`src/rtl/clk_ratio_pkg.sv`:
```
package clk_ratio_pkg;
  typedef enum logic [2:0] {
    ST_IDLE, ST_ARM1, ST_MEAS1, ST_ARM2, ST_MEAS2
  } meas_state_e;

  localparam logic [2:0] ADDR_CTRL   = 3'd0;
  localparam logic [2:0] ADDR_PROBE  = 3'd1;
  localparam logic [2:0] ADDR_UPD    = 3'd2;
  localparam logic [2:0] ADDR_NPER   = 3'd3;
  localparam logic [2:0] ADDR_SYSCNT = 3'd4;

  localparam logic [1:0] MODE_MEAS = 2'd2;
endpackage

```
`src/rtl/crm_edge_sync.sv`:
```
module crm_edge_sync #(
  parameter int STAGES = 2
) (
  input  logic clk_i,
  input  logic rst_ni,
  input  logic async_i,
  output logic rise_o
);
  logic [STAGES:0] sync_q;

  always_ff @(posedge clk_i or negedge rst_ni) begin
    if (!rst_ni) sync_q <= '0;
    else         sync_q <= {sync_q[STAGES-1:0], async_i};
  end

  assign rise_o = sync_q[STAGES-1] & ~sync_q[STAGES];

  AST_EDGE_SINGLE: assert property (@(posedge clk_i) disable iff (!rst_ni)
    rise_o |=> !rise_o);
endmodule

```
`src/rtl/crm_meter.sv`:
```
module crm_meter
  import clk_ratio_pkg::*;
#(
  parameter int PROBE_W   = 16,
  parameter int WIN_SHIFT = 8,
  parameter int NPER_W    = 8,
  parameter int SYS_W     = 24
) (
  input  logic               clk_i,
  input  logic               rst_ni,
  input  logic               enable_i,
  input  logic               start_i,
  input  logic [PROBE_W-1:0] probe_i,
  input  logic               brise_i,
  input  logic               prise_i,
  output logic               busy_o,
  output logic               done_o,
  output logic               ovf_o,
  output logic [NPER_W-1:0]  nper_o,
  output logic [SYS_W-1:0]   sys_o
);
  localparam int WIN_W = PROBE_W + WIN_SHIFT;

  meas_state_e       state_q;
  logic [WIN_W-1:0]  win_len_q, win_cnt_q;
  logic [NPER_W-1:0] per_cnt_q, per_inc, need_q, edge_cnt_q;
  logic [SYS_W-1:0]  sys_cnt_q, sys_next;
  logic              sat_q, sys_at_max;

  assign per_inc    = (per_cnt_q == '1) ? per_cnt_q : per_cnt_q + 1'b1;
  assign sys_at_max = (sys_cnt_q == '1);
  assign sys_next   = sys_at_max ? sys_cnt_q : sys_cnt_q + 1'b1;
  assign busy_o     = (state_q != ST_IDLE);

  always_ff @(posedge clk_i or negedge rst_ni) begin
    if (!rst_ni) begin
      state_q    <= ST_IDLE;
      win_len_q  <= '0;
      win_cnt_q  <= '0;
      per_cnt_q  <= '0;
      need_q     <= '0;
      edge_cnt_q <= '0;
      sys_cnt_q  <= '0;
      sat_q      <= 1'b0;
      done_o     <= 1'b0;
      ovf_o      <= 1'b0;
      nper_o     <= '0;
      sys_o      <= '0;
    end else if (!enable_i) begin
      state_q <= ST_IDLE;
    end else begin
      unique case (state_q)
        ST_IDLE: if (start_i) begin
          done_o    <= (probe_i == '0);
          ovf_o     <= 1'b0;
          nper_o    <= '0;
          sys_o     <= '0;
          win_len_q <= WIN_W'(probe_i) << WIN_SHIFT;
          if (probe_i != '0) state_q <= ST_ARM1;
        end
        ST_ARM1: if (brise_i) begin
          state_q   <= ST_MEAS1;
          win_cnt_q <= '0;
          per_cnt_q <= prise_i ? NPER_W'(1) : '0;
        end
        ST_MEAS1: begin
          if (brise_i) begin
            if (win_cnt_q + WIN_W'(1) == win_len_q) begin
              nper_o <= per_cnt_q;
              need_q <= per_cnt_q - 1'b1;
              if (per_cnt_q <= NPER_W'(1)) begin
                done_o  <= 1'b1;
                state_q <= ST_IDLE;
              end else begin
                state_q <= ST_ARM2;
              end
            end
            win_cnt_q <= win_cnt_q + 1'b1;
            per_cnt_q <= prise_i ? NPER_W'(1) : '0;
          end else if (prise_i) begin
            per_cnt_q <= per_inc;
          end
        end
        ST_ARM2: if (prise_i) begin
          state_q    <= ST_MEAS2;
          sys_cnt_q  <= '0;
          edge_cnt_q <= '0;
          sat_q      <= 1'b0;
        end
        ST_MEAS2: begin
          sys_cnt_q <= sys_next;
          sat_q     <= sat_q | sys_at_max;
          if (prise_i) begin
            if (edge_cnt_q + 1'b1 == need_q) begin
              sys_o   <= sys_next;
              ovf_o   <= sat_q | sys_at_max;
              done_o  <= 1'b1;
              state_q <= ST_IDLE;
            end
            edge_cnt_q <= edge_cnt_q + 1'b1;
          end
        end
        default: state_q <= ST_IDLE;
      endcase
    end
  end

  AST_DONE_EXCL: assert property (@(posedge clk_i) disable iff (!rst_ni)
    !(done_o && busy_o));
  AST_START_CLEARS: assert property (@(posedge clk_i) disable iff (!rst_ni)
    (start_i && enable_i && !busy_o && probe_i != '0) |=>
      (busy_o && !done_o && !ovf_o && sys_o == '0 && nper_o == '0));
  AST_ZERO_PROBE: assert property (@(posedge clk_i) disable iff (!rst_ni)
    (start_i && enable_i && !busy_o && probe_i == '0) |=>
      (done_o && !busy_o && sys_o == '0 && nper_o == '0));
  AST_SATURATED: assert property (@(posedge clk_i) disable iff (!rst_ni)
    ovf_o |-> (sys_o == '1));
  AST_MODE_GATE: assert property (@(posedge clk_i) disable iff (!rst_ni)
    !enable_i |=> !busy_o);
endmodule

```
`src/rtl/crm_upd_tick.sv`:
```
module crm_upd_tick #(
  parameter int W = 16
) (
  input  logic         clk_i,
  input  logic         rst_ni,
  input  logic         enable_i,
  input  logic         clear_i,
  input  logic         sync_i,
  input  logic [W-1:0] interval_i,
  output logic         update_o
);
  logic [W-1:0] cnt_q;
  logic         hit;

  assign hit = enable_i && sync_i && ({1'b0, cnt_q} + 1'b1 >= {1'b0, interval_i});

  always_ff @(posedge clk_i or negedge rst_ni) begin
    if (!rst_ni) begin
      cnt_q    <= '0;
      update_o <= 1'b0;
    end else begin
      update_o <= hit;
      if (!enable_i || clear_i) cnt_q <= '0;
      else if (sync_i)          cnt_q <= hit ? '0 : cnt_q + 1'b1;
    end
  end

  AST_UPD_AFTER_SYNC: assert property (@(posedge clk_i) disable iff (!rst_ni)
    update_o |-> ($past(sync_i) && $past(enable_i)));
  AST_UPD_GATED: assert property (@(posedge clk_i) disable iff (!rst_ni)
    !enable_i |=> !update_o);
endmodule

```
`src/rtl/clk_ratio_meter.sv`:
```
module clk_ratio_meter
  import clk_ratio_pkg::*;
#(
  parameter int PROBE_W     = 16,
  parameter int WIN_SHIFT   = 8,
  parameter int NPER_W      = 8,
  parameter int SYS_W       = 24,
  parameter int UPD_W       = 16,
  parameter int SYNC_STAGES = 2
) (
  input  logic        clk_i,
  input  logic        rst_ni,
  input  logic        bclk_i,
  input  logic        pclk_i,
  input  logic        sync_i,
  input  logic [1:0]  mode_i,
  input  logic [2:0]  reg_addr_i,
  input  logic [15:0] reg_wdata_i,
  input  logic        reg_we_i,
  output logic [31:0] reg_rdata_o,
  output logic        update_o
);
  localparam int NCLK = 2;

  logic [PROBE_W-1:0] probe_q;
  logic [UPD_W-1:0]   upd_q;
  logic [NCLK-1:0]    raw_clk, rise;
  logic               enable, start, upd_clear;
  logic               busy, done, ovf;
  logic [NPER_W-1:0]  nper;
  logic [SYS_W-1:0]   sys_cnt;

  assign enable    = (mode_i == MODE_MEAS);
  assign start     = reg_we_i && (reg_addr_i == ADDR_CTRL) && reg_wdata_i[0];
  assign upd_clear = reg_we_i && (reg_addr_i == ADDR_UPD);
  assign raw_clk   = {bclk_i, pclk_i};

  for (genvar g = 0; g < NCLK; g++) begin : g_sync
    crm_edge_sync #(.STAGES(SYNC_STAGES)) u_sync (
      .clk_i  (clk_i),
      .rst_ni (rst_ni),
      .async_i(raw_clk[g]),
      .rise_o (rise[g])
    );
  end

  always_ff @(posedge clk_i or negedge rst_ni) begin
    if (!rst_ni) begin
      probe_q <= '0;
      upd_q   <= UPD_W'(1);
    end else if (reg_we_i) begin
      if (reg_addr_i == ADDR_PROBE) probe_q <= PROBE_W'(reg_wdata_i);
      if (reg_addr_i == ADDR_UPD)   upd_q   <= UPD_W'(reg_wdata_i);
    end
  end

  crm_meter #(
    .PROBE_W  (PROBE_W),
    .WIN_SHIFT(WIN_SHIFT),
    .NPER_W   (NPER_W),
    .SYS_W    (SYS_W)
  ) u_meter (
    .clk_i   (clk_i),
    .rst_ni  (rst_ni),
    .enable_i(enable),
    .start_i (start),
    .probe_i (probe_q),
    .brise_i (rise[1]),
    .prise_i (rise[0]),
    .busy_o  (busy),
    .done_o  (done),
    .ovf_o   (ovf),
    .nper_o  (nper),
    .sys_o   (sys_cnt)
  );

  crm_upd_tick #(.W(UPD_W)) u_tick (
    .clk_i     (clk_i),
    .rst_ni    (rst_ni),
    .enable_i  (enable),
    .clear_i   (upd_clear),
    .sync_i    (sync_i),
    .interval_i(upd_q),
    .update_o  (update_o)
  );

  always_comb begin
    unique case (reg_addr_i)
      ADDR_CTRL:   reg_rdata_o = {29'd0, ovf, done, busy};
      ADDR_PROBE:  reg_rdata_o = 32'(probe_q);
      ADDR_UPD:    reg_rdata_o = 32'(upd_q);
      ADDR_NPER:   reg_rdata_o = 32'(nper);
      ADDR_SYSCNT: reg_rdata_o = 32'(sys_cnt);
      default:     reg_rdata_o = '0;
    endcase
  end
endmodule

```
`config.mk`:
```
export PLATFORM = sky130hd
export DESIGN_NAME = clk_ratio_meter
export DESIGN_NICKNAME = d
export VERILOG_FILES = /design/src/rtl/clk_ratio_pkg.sv /design/src/rtl/crm_edge_sync.sv /design/src/rtl/crm_meter.sv /design/src/rtl/crm_upd_tick.sv /design/src/rtl/clk_ratio_meter.sv
export SDC_FILE = /design/constraint.sdc
export NUM_CORES = 1
export LEC_CHECK = 0
export ABC_AREA = 1
export BUFFER_PORTS_ARGS = -buffer_cell sky130_fd_sc_hd__clkbuf_2
export CAP_MARGIN = 20
export CORE_MARGIN = 2
export CORE_UTILIZATION = 40
export DETAILED_ROUTE_END_ITERATION = 7
export SETUP_SLACK_MARGIN = 0.05
export SKIP_LAST_GASP = 1
export SLEW_MARGIN = 20
export SYNTH_ARGS = -nofsm -noshare
export SYNTH_HDL_FRONTEND = slang
export SYNTH_SLANG_ARGS = --single-unit
export TNS_END_PERCENT = 100
```
`constraint.sdc`:
```
create_clock -name clk_i -period 7.1 [get_ports clk_i]
set_input_delay 0.71 -clock clk_i [delete_from_list [all_inputs] [get_ports clk_i]]
set_output_delay 0.71 -clock clk_i [all_outputs]
set_load 0.01 [all_outputs]
```
==> reports/metrics.cfg <==
[status]
status=finished clean

[route]
via_count=9294
via_per_inst=5.20
wl_mm=27.6
post_drt_wl_per_cell_um=15.4
antenna_left=0
first_pass_iters=6
dr.first_iter.drc_count=918
drc=0

[die]
dieArea_mm2=0.0275
die_w_um=166
core_area_mm2=0.0258
io_pins=60
start_util=0.405
num_rows=59
die_h_um=166

[synthesis]
synth-seq-cells=181
syn_area_mm2=0.0105
syn-instance-count=1401
synth_cell_types=49
async_flop_share=1.00
synth_edf_count=0
yosysTopAreaCell=dfrtp_1
synth_top_area_frac=0.431
synth_commonest_cells=375 x nand2_1, 195 x inv_1, 180 x dfrtp_1, 125 x o21ai_0, 112 x nor2_1
avgSynthCellArea_um2=7.47
synth_ff_type=dfrtp_1
synth_area_leaders=dfrtp_1 43%, nand2_1 13%, inv_1 7.0%, o21ai_0 6.0%, nand3_1 4.4%
yosysMostFrequentCell=nand2_1
synth-warning-count=0
yosysSeqAreaShare=0.433

[global_routing]
antenna_found_initial=2
grt_pass1_vias=9018
grt_max_degree=101
grt-ovfl-total=0
grt_pass1_wl_mm=46.4
grtUsageTotal=0.207

[sta]
hold_ws_ps=350
period_minus_slack_ps=3620
rsz0062_at_grt=no
layout_setup_ws_ps=3480
clock.fmax_mhz=276
setup_tns_ps=0
period_share=0.510
setup_violations=0
hold_viol=0
worst_pin_slew_ps=999
report.final.slew_viol_count=0
slew_headroom=0.332
finClkSkew_ps=12.0

[cells_and_area]
seq_area_mm2=0.00453
nets=1491
drive_above_1_share=0.0875
fillers=2596
multi_input_area_mm2=0.00503
syn_to_final_growth_pct=11.0

[placement]
port-buffer-count=51
gp_congestion=0.862
dp_slack_ps=3480
dp_hpwl_mm=20.4

[pwr]
switching_power_w=0.000974
ir_worst_vdd_uv=175
finalPower_w=0.00289
p_sw_frac=0.337
power.leakage_nw=5.50
p_seq_frac=0.446
combPwrFrac=0.225
power.density_mw_per_mm2=249
clkPwrFrac=0.329
internal_power_w=0.00192

[setup_path]
cp_cell_sequence=inv_1 -> nor3_1 -> nand4_1 -> nor2_1 -> nand2_1 -> nor2_1 -> nand3_1 -> nor2_1 -> xor2_1 -> inv_1 -> ha_1 -> inv_1 -> nor2_1 -> a41oi_1 -> nand4_1 -> o21ai_0
cp-end-kind=flop
cp.required_ps=7430
cp_slowest_cell=nand4_1
slowest_delay_ps=570
crit_type=reg2reg
cp_max_fo=16
cp-start-kind=flop
worstPathArrival_ps=3950
path_common_cell=nor2_1

[cts]
cts_sinks=181
cts_hold_buf=0
cts_buffers=17
clk_latency_ps=430
cts_resized=0
root_buffer=clkbuf_16
cts.clk_slew.worst_paths_ps=70
post_cts_buffers=0
clock_path_buffers=2
tritoncts=done
ctsHtreeMaxLevel=4

[hold_path]
min-delay-path-class=reg2reg

[job]
maxCapViolations=0

==> final cells by class <==
class / count / area share
Antenna cell: 2 / 0.000431
Tap cell: 335 / 0.0361
Clock buffer: 19 / 0.0390
Sequential cell: 181 / 0.390
Clock inverter: 11 / 0.0110
Timing Repair Buffer: 56 / 0.0263
Multi-Input combinational cell: 988 / 0.433
Inverter: 197 / 0.0637
==> per-layer routing <==
metal / vias up / track usage / routed length (um)
met5: - / 0 / 0
met4: 0 / 0.0526 / 410
met3: 24 / 0.0415 / 1490
met2: 229 / 0.328 / 12400
met1: 4399 / 0.293 / 13300
li1: 4642 / - / -
==> cells by family (layout without fill, tap and decap cells) <==
family / after synthesis / count (layout) / synth area share
fa+ha+maj: 23 / 23 / 0.0275
compound gates: 232 / 232 / 0.127
xor+xnor: 41 / 41 / 0.0365
buf+inv: 239 / 283 / 0.0896
simple gates: 684 / 684 / 0.286
other cells: 1 / 10 / 0.000358
flops: 181 / 181 / 0.433
==> final timing paths <==
| check | from | end | slack [ps] | cells past startpoint |
|---|---|---|---|---|
| worst max-delay path | u_tick.cnt_q[2] | u_tick.cnt_q[13] | 3480 | 16 |
| worst min-delay path | g_sync[1].u_sync.sync_q[0] | g_sync[1].u_sync.sync_q[1] | 350 | 0 |
| worst max register to register | u_tick.cnt_q[2] | u_tick.cnt_q[13] | 3480 | 16 |
| worst min register to register | g_sync[1].u_sync.sync_q[0] | g_sync[1].u_sync.sync_q[1] | 350 | 0 |
| min in group asynchronous | rst_ni | u_meter.win_cnt_q[22] | 360 | 1 |
| max in group asynchronous | rst_ni | u_meter.sys_cnt_q[19] | 5500 | 2 |
==> flip-flops by register name, indices dropped and copies added, names as in the netlist <==
name and cells:
u_meter.sys_cnt_q 24, u_meter.sys_o 24, u_meter.win_cnt_q 24, probe_q 16, u_meter.win_len_q 16, u_tick.cnt_q 16, upd_q 16, u_meter.edge_cnt_q 8
u_meter.need_q 8, u_meter.nper_o 8, u_meter.per_cnt_q 8, g_sync.u_sync.sync_q 6, u_meter.state_q 3, u_meter.done_o 1, u_meter.ovf_o 1, u_meter.sat_q 1
u_tick.update_o 1
==> power groups by stage <==
stage | registers (W) | clock network (W) | logic [W]
floorplan | 0.00126 | 0 | 0.000486
global placement | 0.00130 | 0 | 0.000625
detailed placement | 0.00131 | 0 | 0.000640
CTS | 0.00129 | 0.000973 | 0.000648
global route | 0.00131 | 0.00101 | 0.000750
finish | 0.00129 | 0.000953 | 0.000650
==> layout by cell type (no fill, tap or decap), drive strengths merged, types with 3 or more instances in the layout <==
cell,instances
a21oi,38
nand3,92
nor4,8
nand4,32
ha,23
clkinvlp,3
dfrtp,180
clkinv,5
nand2,385
xnor2,7
xor2,33
o2111ai,6
nand3b,9
nor2,122
conb,8
o22ai,29
o221ai,8
o21bai,3
nor3,31
inv,198
clkbuf,70
o21ai,134
o211ai,6
buf,5
==> per-stage QoR <==
| stage | utilization | cell area, um2 | instances |
|---|---|---|---|
| floorplan | - | 10500 | 1408 |
| global route | 0.449 | 11600 | 1787 |
| finish | 0.449 | 11600 | 1789 |
| detailed placement | 0.427 | 11000 | 1757 |
| global placement | 0.426 | 11000 | 1757 |
| CTS | 0.449 | 11600 | 1787 |
==> critical path: cells and delay by family, from the launching register on <==
family / cells / cell delay (ps)
flops: 1 / 380
xor+xnor: 1 / 200
simple gates: 9 / 1860
fa+ha+maj: 1 / 260
compound gates: 2 / 630
buf+inv: 3 / 190
(Power assumes the default switching activity.)
